[config.mk]
export PLATFORM = sky130hd
export DESIGN_NAME = acq_sequencer
export DESIGN_NICKNAME = d
export VERILOG_FILES = /design/src/rtl/acq_seq_pkg.sv /design/src/rtl/acq_seq_timer.sv /design/src/rtl/acq_seq_rise.sv /design/src/rtl/acq_sequencer.sv
export SDC_FILE = /design/constraint.sdc
export NUM_CORES = 1
export LEC_CHECK = 0
export ABC_AREA = 1
export ABC_CLOCK_PERIOD_IN_PS = 2900
export BUFFER_PORTS_ARGS = -buffer_cell sky130_fd_sc_hd__buf_2
export CORE_UTILIZATION = 55
export CTS_CLUSTER_DIAMETER = 100
export DETAILED_ROUTE_END_ITERATION = 8
export PLACE_DENSITY = 0.84
export SLEW_MARGIN = 25
export SYNTH_ARGS = -nofsm -noshare
export SYNTH_HDL_FRONTEND = slang
export SYNTH_SLANG_ARGS = --single-unit
[constraint.sdc]
create_clock -name clk -period 2.9 [get_ports clk]
set_input_delay 0.29 -clock clk [delete_from_list [all_inputs] [get_ports clk]]
set_output_delay 0.29 -clock clk [all_outputs]
set_load 0.01 [all_outputs]
[src/rtl/acq_seq_pkg.sv]
`timescale 1ns/1ps
package acq_seq_pkg;

    localparam logic [2:0] OP_SLEEP   = 3'b000;
    localparam logic [2:0] OP_FULLCAL = 3'b001;
    localparam logic [2:0] OP_ZERO    = 3'b010;
    localparam logic [2:0] OP_ABORT   = 3'b011;
    localparam logic [2:0] OP_START   = 3'b100;

    typedef enum logic [2:0] {
        S_SLEEP,
        S_WAKE,
        S_READY,
        S_FULLCAL,
        S_ZERO,
        S_ACQ_TIMED,
        S_ACQ_EXT,
        S_CONVERT
    } seq_state_e;

    function automatic int acq_clocks(input logic [1:0] sel);
        case (sel)
            2'd0:    return 9;
            2'd1:    return 15;
            2'd2:    return 47;
            default: return 79;
        endcase
    endfunction

endpackage

[src/rtl/acq_seq_timer.sv]
`timescale 1ns/1ps
module acq_seq_timer #(
    parameter int W = 8
) (
    input  logic         clk,
    input  logic         rst_n,
    input  logic         start,
    input  logic         abort,
    input  logic [W-1:0] len,
    output logic         done
);

    logic         busy_q;
    logic [W-1:0] cnt_q;

    always_ff @(posedge clk or negedge rst_n) begin
        if (!rst_n) begin
            busy_q <= 1'b0;
            cnt_q  <= '0;
        end else if (abort) begin
            busy_q <= 1'b0;
            cnt_q  <= '0;
        end else if (start) begin
            busy_q <= 1'b1;
            cnt_q  <= len - W'(1);
        end else if (busy_q) begin
            if (cnt_q == '0) begin
                busy_q <= 1'b0;
            end else begin
                cnt_q <= cnt_q - W'(1);
            end
        end
    end

    assign done = busy_q && (cnt_q == '0);

endmodule

[src/rtl/acq_seq_rise.sv]
`timescale 1ns/1ps
module acq_seq_rise #(
    parameter int STAGES = 2
) (
    input  logic clk,
    input  logic rst_n,
    input  logic pin,
    output logic rise
);

    logic [STAGES:0] sh_q;

    always_ff @(posedge clk or negedge rst_n) begin
        if (!rst_n) begin
            sh_q <= '0;
        end else begin
            sh_q <= {sh_q[STAGES-1:0], pin};
        end
    end

    assign rise = sh_q[STAGES-1] & ~sh_q[STAGES];

endmodule

[src/rtl/acq_sequencer.sv]
`timescale 1ns/1ps
module acq_sequencer
    import acq_seq_pkg::*;
#(
    parameter int CAL_CYCLES  = 256,
    parameter int CONV_CYCLES = 43,
    parameter int WAKE_CYCLES = 16,
    parameter int SYNC_STAGES = 2
) (
    input  logic       clk,
    input  logic       rst_n,
    input  logic       cfg_wr_i,
    input  logic [2:0] cmd_i,
    input  logic [1:0] acq_sel_i,
    input  logic       ext_sync_i,
    input  logic       rd_done_i,
    input  logic       sync_pin_i,
    output logic       sync_pin_o,
    output logic       sync_pin_oe,
    output logic       rdy_n_o,
    output logic       stdby_n_o
);

    localparam int AZ_CYCLES = CAL_CYCLES / 8;
    localparam int TW = $clog2(CAL_CYCLES + WAKE_CYCLES + CONV_CYCLES + 80);

    seq_state_e state_q, state_d;
    logic [2:0] op_q, op_d;

    logic sync_rise_raw, sync_rise;
    logic abort;
    logic wake_done, eng_done, acq_done, conv_done;
    logic wake_go, eng_go, acq_go, conv_go;
    logic [TW-1:0] eng_len, acq_len;
    logic converting;

    // synchronised sync-pin edge, meaningful only when the pin is an input
    acq_seq_rise #(.STAGES(SYNC_STAGES)) i_rise (
        .clk  (clk),
        .rst_n(rst_n),
        .pin  (sync_pin_i),
        .rise (sync_rise_raw)
    );
    assign sync_rise = sync_rise_raw & ext_sync_i;

    assign abort = cfg_wr_i && (cmd_i == OP_ABORT);

    // state register
    always_ff @(posedge clk or negedge rst_n) begin
        if (!rst_n) begin
            state_q <= S_SLEEP;
            op_q    <= OP_SLEEP;
        end else begin
            state_q <= state_d;
            op_q    <= op_d;
        end
    end

    // next state
    always_comb begin
        state_d = state_q;
        op_d    = op_q;
        if (abort) begin
            state_d = S_READY;
            op_d    = OP_ABORT;
        end else begin
            unique case (state_q)
                S_SLEEP: begin
                    if (cfg_wr_i && cmd_i != OP_SLEEP) begin
                        state_d = S_WAKE;
                        op_d    = cmd_i;
                    end
                end
                S_WAKE: begin
                    if (wake_done) begin
                        if (op_q == OP_FULLCAL)   state_d = S_FULLCAL;
                        else if (op_q == OP_ZERO) state_d = S_ZERO;
                        else                      state_d = S_READY;
                    end
                end
                S_READY: begin
                    if (cfg_wr_i) begin
                        op_d = cmd_i;
                        if (cmd_i == OP_SLEEP)        state_d = S_SLEEP;
                        else if (cmd_i == OP_FULLCAL) state_d = S_FULLCAL;
                        else if (cmd_i == OP_ZERO)    state_d = S_ZERO;
                    end else if (op_q == OP_START) begin
                        if (ext_sync_i) begin
                            if (sync_rise)      state_d = S_CONVERT;
                            else if (rd_done_i) state_d = S_ACQ_EXT;
                        end else if (rd_done_i) begin
                            state_d = S_ACQ_TIMED;
                        end
                    end
                end
                S_ACQ_TIMED: if (acq_done)  state_d = S_CONVERT;
                S_ACQ_EXT:   if (sync_rise) state_d = S_CONVERT;
                S_FULLCAL:   if (eng_done)  state_d = S_READY;
                S_ZERO:      if (eng_done)  state_d = S_READY;
                S_CONVERT:   if (conv_done) state_d = S_READY;
                default:     state_d = S_SLEEP;
            endcase
        end
    end

    // engine and timer launches on state entry
    assign wake_go = (state_d == S_WAKE) && (state_q != S_WAKE);
    assign acq_go  = (state_d == S_ACQ_TIMED) && (state_q != S_ACQ_TIMED);
    assign conv_go = (state_d == S_CONVERT) && (state_q != S_CONVERT);
    assign eng_go  = ((state_d == S_FULLCAL) && (state_q != S_FULLCAL)) ||
                     ((state_d == S_ZERO) && (state_q != S_ZERO));
    assign eng_len = (state_d == S_FULLCAL) ? TW'(CAL_CYCLES) : TW'(AZ_CYCLES);
    assign acq_len = TW'(acq_clocks(acq_sel_i));

    acq_seq_timer #(.W(TW)) i_wake (
        .clk(clk), .rst_n(rst_n), .start(wake_go), .abort(abort),
        .len(TW'(WAKE_CYCLES)), .done(wake_done)
    );

    acq_seq_timer #(.W(TW)) i_acq (
        .clk(clk), .rst_n(rst_n), .start(acq_go), .abort(abort),
        .len(acq_len), .done(acq_done)
    );

    // calibration / auto-zero engine stub
    acq_seq_timer #(.W(TW)) i_cal_eng (
        .clk(clk), .rst_n(rst_n), .start(eng_go), .abort(abort),
        .len(eng_len), .done(eng_done)
    );

    // conversion engine stub
    acq_seq_timer #(.W(TW)) i_conv_eng (
        .clk(clk), .rst_n(rst_n), .start(conv_go), .abort(abort),
        .len(TW'(CONV_CYCLES)), .done(conv_done)
    );

    // outputs
    always_comb begin
        rdy_n_o    = 1'b1;
        stdby_n_o  = 1'b1;
        converting = 1'b0;
        unique case (state_q)
            S_SLEEP:   stdby_n_o  = 1'b0;
            S_READY:   rdy_n_o    = 1'b0;
            S_CONVERT: converting = 1'b1;
            default:   ;
        endcase
        sync_pin_oe = ~ext_sync_i;
        sync_pin_o  = converting & ~ext_sync_i;
    end

endmodule

==> results of run 1 <==
==> worst max path at each step <==
stage                              from                  to  slack [ns]  cells after the start
finish              i_conv_eng.cnt_q[0]  i_cal_eng.cnt_q[6]        0.33                     20
global route            i_wake.cnt_q[1]  i_cal_eng.cnt_q[4]       0.003                     22
CTS                          state_q[1]  i_cal_eng.cnt_q[8]        0.25                     20
detailed placement      i_wake.cnt_q[0]  i_cal_eng.cnt_q[8]        0.27                     22
global placement               cmd_i[0]  i_cal_eng.cnt_q[8]        0.34                     20
floorplan               i_wake.cnt_q[0]  i_cal_eng.cnt_q[8]        0.53                     22
==> final cells by class <==
type	count	area share, %
sequential	49	34.7
inverter	75	8.22
multi-input combinational	311	48.0
clock inverter	2	1.06
tap	72	2.55
clock buffer	6	2.34
timing repair buffer	19	3.12
==> power breakdown <==
group / internal, uW / switching [uW]
Sequential: 981 / 241
Combinational: 882 / 1620
Clock: 281 / 238
==> worst max-delay path, cell delays in order, from the launching register on <==
cell and delay [ns]:
dfrtp_1 0.40, inv_1 0.12, ha_1 0.16, nand2_1 0.05, nor2_1 0.14, nand3_1 0.09, nand2_1 0.10, nand2_1 0.05
nor2_1 0.10, nand2_2 0.09, a21oi_1 0.23, nand2_4 0.09, nand2_2 0.12, inv_4 0.06, nand2_1 0.06, ha_1 0.18
nand2_1 0.10, nor2_2 0.13, nand3b_1 0.09, nand3_1 0.08, nand2_1 0.05
==> registers in the layout (all words and copies together), names as in the netlist <==
name               cells
i_conv_eng.cnt_q       9
i_wake.busy_q          1
i_cal_eng.busy_q       1
i_acq.cnt_q            9
i_rise.sh_q            3
i_cal_eng.cnt_q        9
op_q                   3
i_conv_eng.busy_q      1
i_acq.busy_q           1
i_wake.cnt_q           9
state_q                3
==> cell families (layout without fill, tap and decap cells) <==
| group | Yosys count | after routing | synth area share [%] |
|---|---|---|---|
| simple gates | 217 | 217 | 32.1 |
| buf+inv | 76 | 102 | 9.30 |
| compound gates | 69 | 69 | 12.7 |
| flops | 49 | 49 | 38.3 |
| xor+xnor | 18 | 18 | 4.92 |
| fa+ha+maj | 7 | 7 | 2.74 |
==> layer usage <==
metal | GRT usage [%] | part of all wire (%)
met1 | 29.7 | 46
met2 | 41.2 | 48
met3 | 3.84 | 3.9
met4 | 9.81 | 2.0
met5 | 0 | 0
==> repair_timing <==
| item | in CTS | in global routing |
|---|---|---|
| endpoints found under the setup margin | 0 | 3 |
| hold buffers | 0 | 0 |
| setup buffers | 0 | 3 |
| gates resized for setup | 0 | 6 |
==> through the flow <==
step / power [uW] / util [%]
global placement: 3560 / 60.4
floorplan: 3130 / -
CTS: 4170 / 62.6
finish: 4240 / 63.4
detailed placement: 3640 / 60.5
global route: 4670 / 63.4
==> cell usage in the layout, fill, tap and decap left out, drive strengths merged <==
cell type / netlist / final
nand2: 102 / 102
inv: 73 / 73
nor2: 53 / 53
dfrtp: 49 / 49
o21ai: 39 / 39
nand3: 37 / 37
buf: 1 / 19
xor2: 16 / 16
o22ai: 13 / 13
nor3: 12 / 12
nand4: 11 / 11
a21oi: 8 / 8
ha: 7 / 7
clkbuf: 0 / 6
o31ai: 3 / 3
xnor2: 2 / 2
o32ai: 2 / 2
clkinv: 2 / 2
o21bai: 1 / 1
o211ai: 1 / 1
nand3b: 1 / 1
a22o: 1 / 1
nor4: 1 / 1
a31oi: 1 / 1
clkinvlp: 0 / 1
bufinv: 0 / 1
==> results_dict.tcl, run 1 <==
set metrics [dict create \
    status "finished, violations left" \
    violations "hold timing" \
    wl_per_cell_microns 12.6 \
    synth.cell_area_sq_mm 0.00320 \
    nets 479 \
    fin_skew_ns 0.00797 \
    tns_ns 0 \
    cp.required_ns 3.11 \
    ys_warn_count 0 \
    cts_tree "done" \
    grt_use_total_pct 23.9 \
    grt_antenna_before_repair 0 \
    hpwl_mm 5.02 \
    finalCriticalPeriod_ns 2.57 \
    syn-num-nets 454 \
    ff2ff_path_depth 20 \
    fin_crit_sh_pct 88.7 \
    synth-seq-cells 49 \
    fmax_mhz 389 \
    ir_worst_vdd_v 0.000701 \
    grt_pass1_wl_mm 11.7 \
    cts_buffers 5 \
    htree_levels 2 \
    post-synth-top-count-cell "nand2_1" \
    synth_top_area_share_pct 38.3 \
    dpl_cell_area_sq_mm 0.00337 \
    grt.overflow.total 0 \
    coreArea_sq_mm 0.00557 \
    root_buffer "clkbuf_8" \
    final_antenna_net_count 0 \
    ys_seq_area_share_pct 38.3 \
    seq_area_sq_mm 0.00123 \
    r2r-start "i_conv_eng.cnt_q[0]" \
    cts.sinks 49 \
    synth.area.top_cells "dfrtp_1 38%, nand2_1 11%, inv_1 7.2%" \
    diodes 0 \
    pre_cts_ws_ns 0.265 \
    grt_pass1_vias 2807 \
    boundaryPins 15 \
    synth_edf_count 0 \
    synthToLayoutAreaGrowth_pct 10.4 \
    viasPerCell 5.42 \
    finalHoldViolations 41 \
    hp-class "in2async" \
    start_util_pct 57.4 \
    num_rows 27 \
    totalWireLength_mm 6.74 \
    vias 2893 \
    rsz0062_at_grt "no" \
    yosys.area.top_type "dfrtp_1" \
    clkTransAtPathRegs_ns 0.09 \
    synth_cell_type_count 35 \
    final-max-slew-violation-count 0 \
    first_iter_violations 151 \
    clk_latency_ns 0.31 \
    synth_ff_type "dfrtp_1" \
    multiInputGateArea_sq_mm 0.00170 \
    timing.hold.ws_ns -0.0249 \
    crit_path_end_kind "register" \
    relSlewSlack_pct 60.0 \
    crit_type "reg2reg" \
    timing.critical_path.from_type "register" \
    post_synth.cell_area_avg_sq_um 7.34 \
    async_flop_share_pct 100 \
    worst-r2r-setup-slack_ns 0.33 \
    fill_cells 474 \
    final_cell_area_sq_mm 0.00353 \
    fp.dieH_microns 78.3 \
    drv_cap 0 \
    dpl.cell_count 523 \
    synthCells 436 \
    cp.arrival_ns 2.78 \
    drive_above_1_share_pct 16.5 \
    worst_slack_ns 0.328 \
    cp_max_fo 7 \
    cts_buffer_depth 2 \
    rr_endpoint "i_cal_eng.cnt_q[6]" \
    power_density_mw_per_mm2 1200 \
    fp.dieW_microns 78.3 \
    synth_common_cells "91 x nand2_1, 61 x inv_1, 49 x dfrtp_1, 45 x nor2_1, 34 x o21ai_0" \
    globalplace.congestion 0.937 \
    portBuffers 14 \
    grt_max_degree 50 \
    drtPass1Iterations 4 \
    worst_slew_pin_slew_ns 0.600 \
    finalNonFillerCells 534 \
    p_leak_uw 0.00180 \
    drc_errors 0 \
    finalSetupViolCount 0 \
    die-area_sq_mm 0.00613 \
]
Note: power is estimated with default switching activity, not from simulation.
==> inputs of run 2 (changes only) <==
--- a/config.mk
+++ b/config.mk
@@ -5,13 +5,13 @@
 export SDC_FILE = /design/constraint.sdc
 export NUM_CORES = 1
 export LEC_CHECK = 0
-export ABC_AREA = 1
 export ABC_CLOCK_PERIOD_IN_PS = 2900
 export BUFFER_PORTS_ARGS = -buffer_cell sky130_fd_sc_hd__buf_2
 export CORE_UTILIZATION = 55
 export CTS_CLUSTER_DIAMETER = 100
 export DETAILED_ROUTE_END_ITERATION = 8
 export PLACE_DENSITY = 0.84
+export SETUP_SLACK_MARGIN = 0.5
 export SLEW_MARGIN = 25
 export SYNTH_ARGS = -nofsm -noshare
 export SYNTH_HDL_FRONTEND = slang
==> results_dict.tcl, run 2 <==
set metrics [dict create \
    cts.sinks 49 \
    start_util_pct 58.2 \
    yosys.area.top_type "dfrtp_1" \
    drc_errors 0 \
    coreArea_sq_mm 0.00482 \
    die-area_sq_mm 0.00539 \
    cts_buffer_depth 2 \
    synth_edf_count 0 \
    cts_tree "done" \
    grt_pass1_wl_mm 13.3 \
    syn-num-nets 312 \
    final-max-slew-violation-count 0 \
    grt_antenna_before_repair 0 \
    finalNonFillerCells 467 \
    final_antenna_net_count 0 \
    clkTransAtPathRegs_ns 0.10 \
    worst_slew_pin_slew_ns 0.565 \
    htree_levels 2 \
    clk_latency_ns 0.31 \
    totalWireLength_mm 8.36 \
    fin_crit_sh_pct 130 \
    post_synth.cell_area_avg_sq_um 9.53 \
    fp.dieH_microns 73.4 \
    fmax_mhz 266 \
    nets 417 \
    rsz0062_at_grt "yes" \
    drv_cap 0 \
    cts_buffers 5 \
    post-synth-top-count-cell "dfrtp_1" \
    viasPerCell 5.95 \
    first_iter_violations 168 \
    finalHoldViolations 0 \
    synth_ff_type "dfrtp_1" \
    fp.dieW_microns 73.4 \
    async_flop_share_pct 100 \
    fin_skew_ns 0.0160 \
    cp_max_fo 4 \
    finalSetupViolCount 38 \
    worst_slack_ns -0.864 \
    relSlewSlack_pct 62.3 \
    synth.area.top_cells "dfrtp_1 44%, xnor2_1 5.0%, a21oi_1 4.8%" \
    diodes 0 \
    dpl.cell_count 446 \
    layout_commonest_cell "buf_4" \
    synthToLayoutAreaGrowth_pct 41.8 \
    synth_cell_type_count 55 \
    grt.overflow.total 0 \
    status "finished, violations left" \
    violations "setup timing" \
    wl_per_cell_microns 17.9 \
    globalplace.congestion 0.954 \
    synth_common_cells "49 x dfrtp_1, 31 x nor2_1, 27 x a21oi_1, 19 x nand2_1, 16 x xnor2_1" \
    timing.critical_path.from_type "register" \
    drtPass1Iterations 4 \
    drive_above_1_share_pct 45.5 \
    hpwl_mm 5.18 \
    synthCells 294 \
    finalCriticalPeriod_ns 3.76 \
    synth.cell_area_sq_mm 0.00280 \
    portBuffers 14 \
    grt_pass1_vias 2912 \
    synth-seq-cells 49 \
    seq_area_sq_mm 0.00123 \
    crit_path_end_kind "register" \
    grt_use_total_pct 32.9 \
    p_leak_uw 0.00176 \
    synth_top_area_share_pct 43.7 \
    ir_worst_vdd_v 0.000685 \
    hp-class "in2reg" \
    fill_cells 277 \
    grt_max_degree 25 \
    root_buffer "clkbuf_8" \
    cp.arrival_ns 3.99 \
    ys_warn_count 0 \
    final_cell_area_sq_mm 0.00398 \
    cp.required_ns 3.13 \
    crit_type "reg2reg" \
    boundaryPins 15 \
    vias 2780 \
    dpl_cell_area_sq_mm 0.00361 \
    power_density_mw_per_mm2 1180 \
    tns_ns -7.74 \
    ys_seq_area_share_pct 43.7 \
    final_cell_mix "82 x buf_4, 49 x dfrtp_1, 22 x nor2_1" \
    num_rows 25 \
    multiInputGateArea_sq_mm 0.00173 \
]
-- run 2: cell types whose count changed after synthesis, moves of 8 or more --
| cell | before | now |
|---|---|---|
| nand4_1 | 11 | 2 |
| a21oi_1 | 7 | 27 |
| nand3_1 | 33 | 8 |
| nor2_1 | 45 | 31 |
| nand2_1 | 91 | 19 |
| inv_2 | 11 | 0 |
| o22ai_1 | 13 | 2 |
| xnor2_1 | 2 | 16 |
| inv_1 | 61 | 12 |
| o21ai_0 | 34 | 8 |
| nand2_2 | 8 | 0 |
-- run 2: area by class of cell --
cell class | count | share of cell area (%)
repair buffers | 106 | 20.1
multi-input cells | 225 | 43.6
clock inverters | 3 | 0.441
flip-flops and latches | 49 | 30.8
clock buffers | 5 | 1.73
well taps | 67 | 2.11
inverters | 12 | 1.13
-- run 2: final timing paths --
kind	start	end	slack (ns)	cells past startpoint
worst max-delay path	i_conv_eng.cnt_q[0]	i_cal_eng.cnt_q[8]	-0.86	14
worst min-delay path	sync_pin_i	i_rise.sh_q[0]	0.09	1
max in group asynchronous	rst_n	i_wake.cnt_q[5]	1.77	3
worst max register to register	i_conv_eng.cnt_q[0]	i_cal_eng.cnt_q[8]	-0.86	14
min in group asynchronous	rst_n	op_q[1]	0.49	2
worst min register to register	i_rise.sh_q[0]	i_rise.sh_q[1]	0.36	0
-- run 2: power breakdown --
part / internal, uW / switching (uW) / leakage (uW)
registers: 985 / 210 / 0.000614
logic: 1620 / 1460 / 0.00110
clock network: 167 / 247 / 0.0000439
total: 2770 / 1910 / 0.00176
-- run 2: metrics by stage --
stage          hold slack, ns  setup slack (ns)  power, uW  utilization [%]
2_1_floorplan        -0.00559            -0.856       2640                -
3_3_place_gp            0.286            -0.720       3560             75.0
3_5_place_dp            0.305            -0.840       3690             75.0
4_1_cts                0.0828            -0.801       4420             80.6
5_1_grt                0.0812             -1.08       4990             82.5
6_report               0.0879            -0.864       4690             82.5
-- run 2: kinds of logic after synthesis --
family          count (synthesis)  synth area share [%]
compound gates                 59                  13.3
xor+xnor                       28                  8.75
fa+ha+maj                       7                  3.12
buf+inv                        21                  3.12
flops                          49                  43.8
mux                             5                  1.92
simple gates                  125                  26.0
-- run 2: critical path, stage by stage (launching register included) --
cell      delay (ns)
dfrtp_1         0.39
inv_2           0.06
ha_1            0.15
or4b_4          0.47
o311a_1         0.32
or4b_1          0.50
o211a_1         0.27
or4b_4          0.53
and2_4          0.19
nand2_4         0.08
ha_4            0.14
nand3_2         0.07
o311ai_2        0.21
a21oi_1         0.10
a211oi_1        0.20
-- run 2: timing repair --
item,in CTS,in global routing
pin swaps,18,7
endpoints found under the hold margin,21,0
hold buffers,1,0
endpoints found under the setup margin,40,41
gates cloned,1,0
setup buffers,7,4
gates resized for setup,29,17
-- run 2: layer usage --
layer | vias to the layer above | routed length [microns] | track usage [%] | part of all wire [%]
li1 | 1274 | - | - | -
met1 | 1383 | 3340 | 38.9 | 40
met2 | 98 | 4340 | 58.1 | 52
met3 | 25 | 450 | 6.17 | 5.4
met4 | 0 | 229 | 14.5 | 2.7
met5 | - | 0 | 0 | 0
==> inputs of run 3 (changes only) <==
--- a/config.mk
+++ b/config.mk
@@ -10,9 +10,10 @@
 export CORE_UTILIZATION = 55
 export CTS_CLUSTER_DIAMETER = 100
 export DETAILED_ROUTE_END_ITERATION = 8
-export PLACE_DENSITY = 0.84
+export PLACE_DENSITY = 0.83
 export SETUP_SLACK_MARGIN = 0.5
 export SLEW_MARGIN = 25
 export SYNTH_ARGS = -nofsm -noshare
 export SYNTH_HDL_FRONTEND = slang
+export SYNTH_HIERARCHICAL = 1
 export SYNTH_SLANG_ARGS = --single-unit
==> results_dict.tcl, run 3 <==
set metrics [dict create \
    status "finished, violations left" \
    violations "setup timing" \
    ff2ff_path_depth 20 \
    synthXorXnorAreaFrac_pct 8.79 \
    p_leak_uw 0.00272 \
    cts.sinks 49 \
    wl_per_cell_microns 27.4 \
    timing.hold.ws_ns 0.0706 \
    finalCriticalPeriod_ns 4.41 \
    power_density_mw_per_mm2 1200 \
    dpl_cell_area_sq_mm 0.00545 \
    post_synth.cell_area_avg_sq_um 9.31 \
    grt_use_total_pct 44.7 \
    dpl.cell_count 715 \
    hold_start "sync_pin_i" \
    fin_crit_sh_pct 152 \
    synth_top_area_share_pct 30.8 \
    root_buffer "clkbuf_8" \
    drv_cap 0 \
    ys_warn_count 6 \
    globalplace.congestion 0.882 \
    worst-r2r-setup-slack_ns -1.51 \
    drc_errors 0 \
    viasPerCell 7.06 \
    crit_path_end_kind "register" \
    synthCells 428 \
    fill_cells 206 \
    fin_skew_ns 0.0264 \
    htree_levels 2 \
    drtPass1Iterations 9 \
    crit_type "reg2reg" \
    timing.critical_path.from_type "register" \
    finalHoldViolations 0 \
    grt_use_met3_pct 11.3 \
    first_iter_violations 827 \
    globalRoute.busiestLayer "met2" \
    synth_top_family_by_area "simple AND/OR/NAND/NOR gates" \
    worstHoldPathCells 1 \
    rr_endpoint "i_cal_eng/cnt_q[4]" \
    grt_max_degree 50 \
    synth-seq-cells 49 \
    ys_seq_area_share_pct 30.8 \
    die-area_sq_mm 0.00759 \
    synthMuxAreaShare_pct 5.49 \
    finalSetupViolCount 40 \
    multiInputGateArea_sq_mm 0.00355 \
    seq_area_sq_mm 0.00123 \
    clkTransAtPathRegs_ns 0.13 \
    synth_common_cells "49 x dfrtp_1, 25 x a21oi_1, 24 x nor2_1, 24 x xor2_1, 20 x o21a_1" \
    coreArea_sq_mm 0.00691 \
    fp.dieW_microns 87.1 \
    tns_ns -37.04 \
    final_cell_mix "126 x buf_4, 82 x conb_1, 49 x dfrtp_1" \
    postCtsHoldBufs 0 \
    drive_above_1_share_pct 47.5 \
    worst_slew_pin_slew_ns 1.05 \
    boundaryPins 15 \
    ir_worst_vdd_v 0.000802 \
    grt_pass1_wl_mm 25.4 \
    cp.arrival_ns 4.67 \
    grt_util_met2_pct 76.3 \
    cp_max_fo 6 \
    totalWireLength_mm 21.1 \
    finalPower_uw 7790 \
    cts_buffers 5 \
    cts_buffer_depth 2 \
    num_rows 30 \
    grt.overflow.total 0 \
    hold_end "i_rise/sh_q[0]" \
    synth_compound_area_share_pct 24.2 \
    grt_antenna_before_repair 3 \
    layout_commonest_cell "buf_4" \
    fp.dieH_microns 87.1 \
    relSlewSlack_pct 29.9 \
    yosys.area.top_type "dfrtp_1" \
    synth_cell_type_count 59 \
    vias 5432 \
    fmax_mhz 227 \
    cp.required_ns 3.16 \
    synth.cell_area_sq_mm 0.00399 \
    rsz0062_at_grt "yes" \
    post-synth-top-count-cell "dfrtp_1" \
    hpwl_mm 8.84 \
    start_util_pct 57.7 \
    synth_ff_type "dfrtp_1" \
    synth_fa_ha_area_share_pct 1.26 \
    final-max-slew-violation-count 0 \
    nets 685 \
    clk_latency_ns 0.34 \
    synthToLayoutAreaGrowth_pct 62.6 \
    synthSimpleGateAreaFrac_pct 25.4 \
    final_antenna_net_count 0 \
    r2r-start "i_conv_eng/cnt_q[5]" \
    met1_usage_pct 48.2 \
    grt_pass1_vias 4997 \
    hp-class "in2reg" \
    finalNonFillerCells 769 \
    synth.area.top_cells "dfrtp_1 31%, xor2_1 5.3%, o21a_1 3.8%" \
    cts_tree "done" \
    async_flop_share_pct 100 \
    worst_slack_ns -1.51 \
    portBuffers 14 \
    synth_edf_count 0 \
    final_cell_area_sq_mm 0.00648 \
]
[run 3: cell count changes after synthesis, sizes merged, moves of 7 or more]
| cell | change |
|---|---|
| o21a | +20 |
| o211ai | +17 |
| nor3b | +13 |
| mux2i | +12 |
| xor2 | +12 |
| a211oi | +7 |
| buf | +7 |
| nor3 | +7 |
| o22ai | +7 |
[run 3: per-stage QoR]
step | utilization [%] | setup WS [ns]
6_report | 93.9 | -1.51
5_1_grt | 93.8 | -1.74
3_5_place_dp | 78.9 | -0.885
3_3_place_gp | 78.9 | -0.692
2_1_floorplan | - | -0.706
4_1_cts | 87.8 | -0.727
[run 3: worst max-delay path by stage]
stage	slack, ns	end	cells after the start	start
4_1_cts	-0.73	i_cal_eng/cnt_q[7]	13	i_acq/cnt_q[4]
6_report	-1.51	i_cal_eng/cnt_q[4]	20	i_conv_eng/cnt_q[5]
3_3_place_gp	-0.69	i_cal_eng/cnt_q[8]	15	i_acq/cnt_q[4]
2_1_floorplan	-0.71	i_cal_eng/cnt_q[8]	16	i_cal_eng/cnt_q[1]
3_5_place_dp	-0.89	i_cal_eng/cnt_q[8]	15	i_acq/cnt_q[5]
5_1_grt	-1.74	i_cal_eng/cnt_q[4]	20	i_conv_eng/cnt_q[5]
[run 3: kinds of logic after synthesis]
logic type,count (synthesis)
multiplexers,21
XOR/XNOR,40
other,2
flip-flops,49
adder cells (fa/ha/maj),4
AO/OA/AOI/OAI,125
buffers and inverters,33
AND/OR/NAND/NOR,154
[run 3: power by group]
group	internal (uW)	switching (uW)	total [uW]	leakage, uW
clock network	178	308	485	0.0000452
logic	2920	3080	6000	0.00207
registers	989	311	1300	0.000603
[run 3: timing repair]
item,in CTS,in global routing
pin swaps,50,34
gates resized for setup,77,45
setup buffers,20,23
setup endpoints to repair,40,40
gates cloned,0,1
[run 3: critical path, stage by stage, from the launching register on]
cell and delay [ns]:
dfrtp_1 0.44, or4_4 0.56, nor4_2 0.46, nand3_1 0.25
o311ai_4 0.15, buf_4 0.19, o2bb2ai_4 0.10, nand3b_1 0.14
mux2i_2 0.10, buf_4 0.18, buf_6 0.13, nor3_1 0.47
o21a_4 0.26, buf_4 0.12, buf_6 0.08, buf_6 0.08
buf_6 0.08, buf_6 0.08, xnor2_1 0.07, a21oi_1 0.22
o21a_1 0.15
[run 3: layout make-up]
type                       instances  area share, %
clock inverter                     3          0.386
antenna                            2         0.0772
tap                               96           1.85
clock buffer                       5           1.06
sequential                        49           18.9
multi-input combinational        426           54.7
inverter                          14          0.810
timing repair buffer             174           22.2
[run 3: routing by layer]
metal  wire length, microns  up-vias
li1                       -     2040
met1                   6570     2447
met2                   9100      642
met3                   2760      297
met4                   2520        6
met5                    114        -
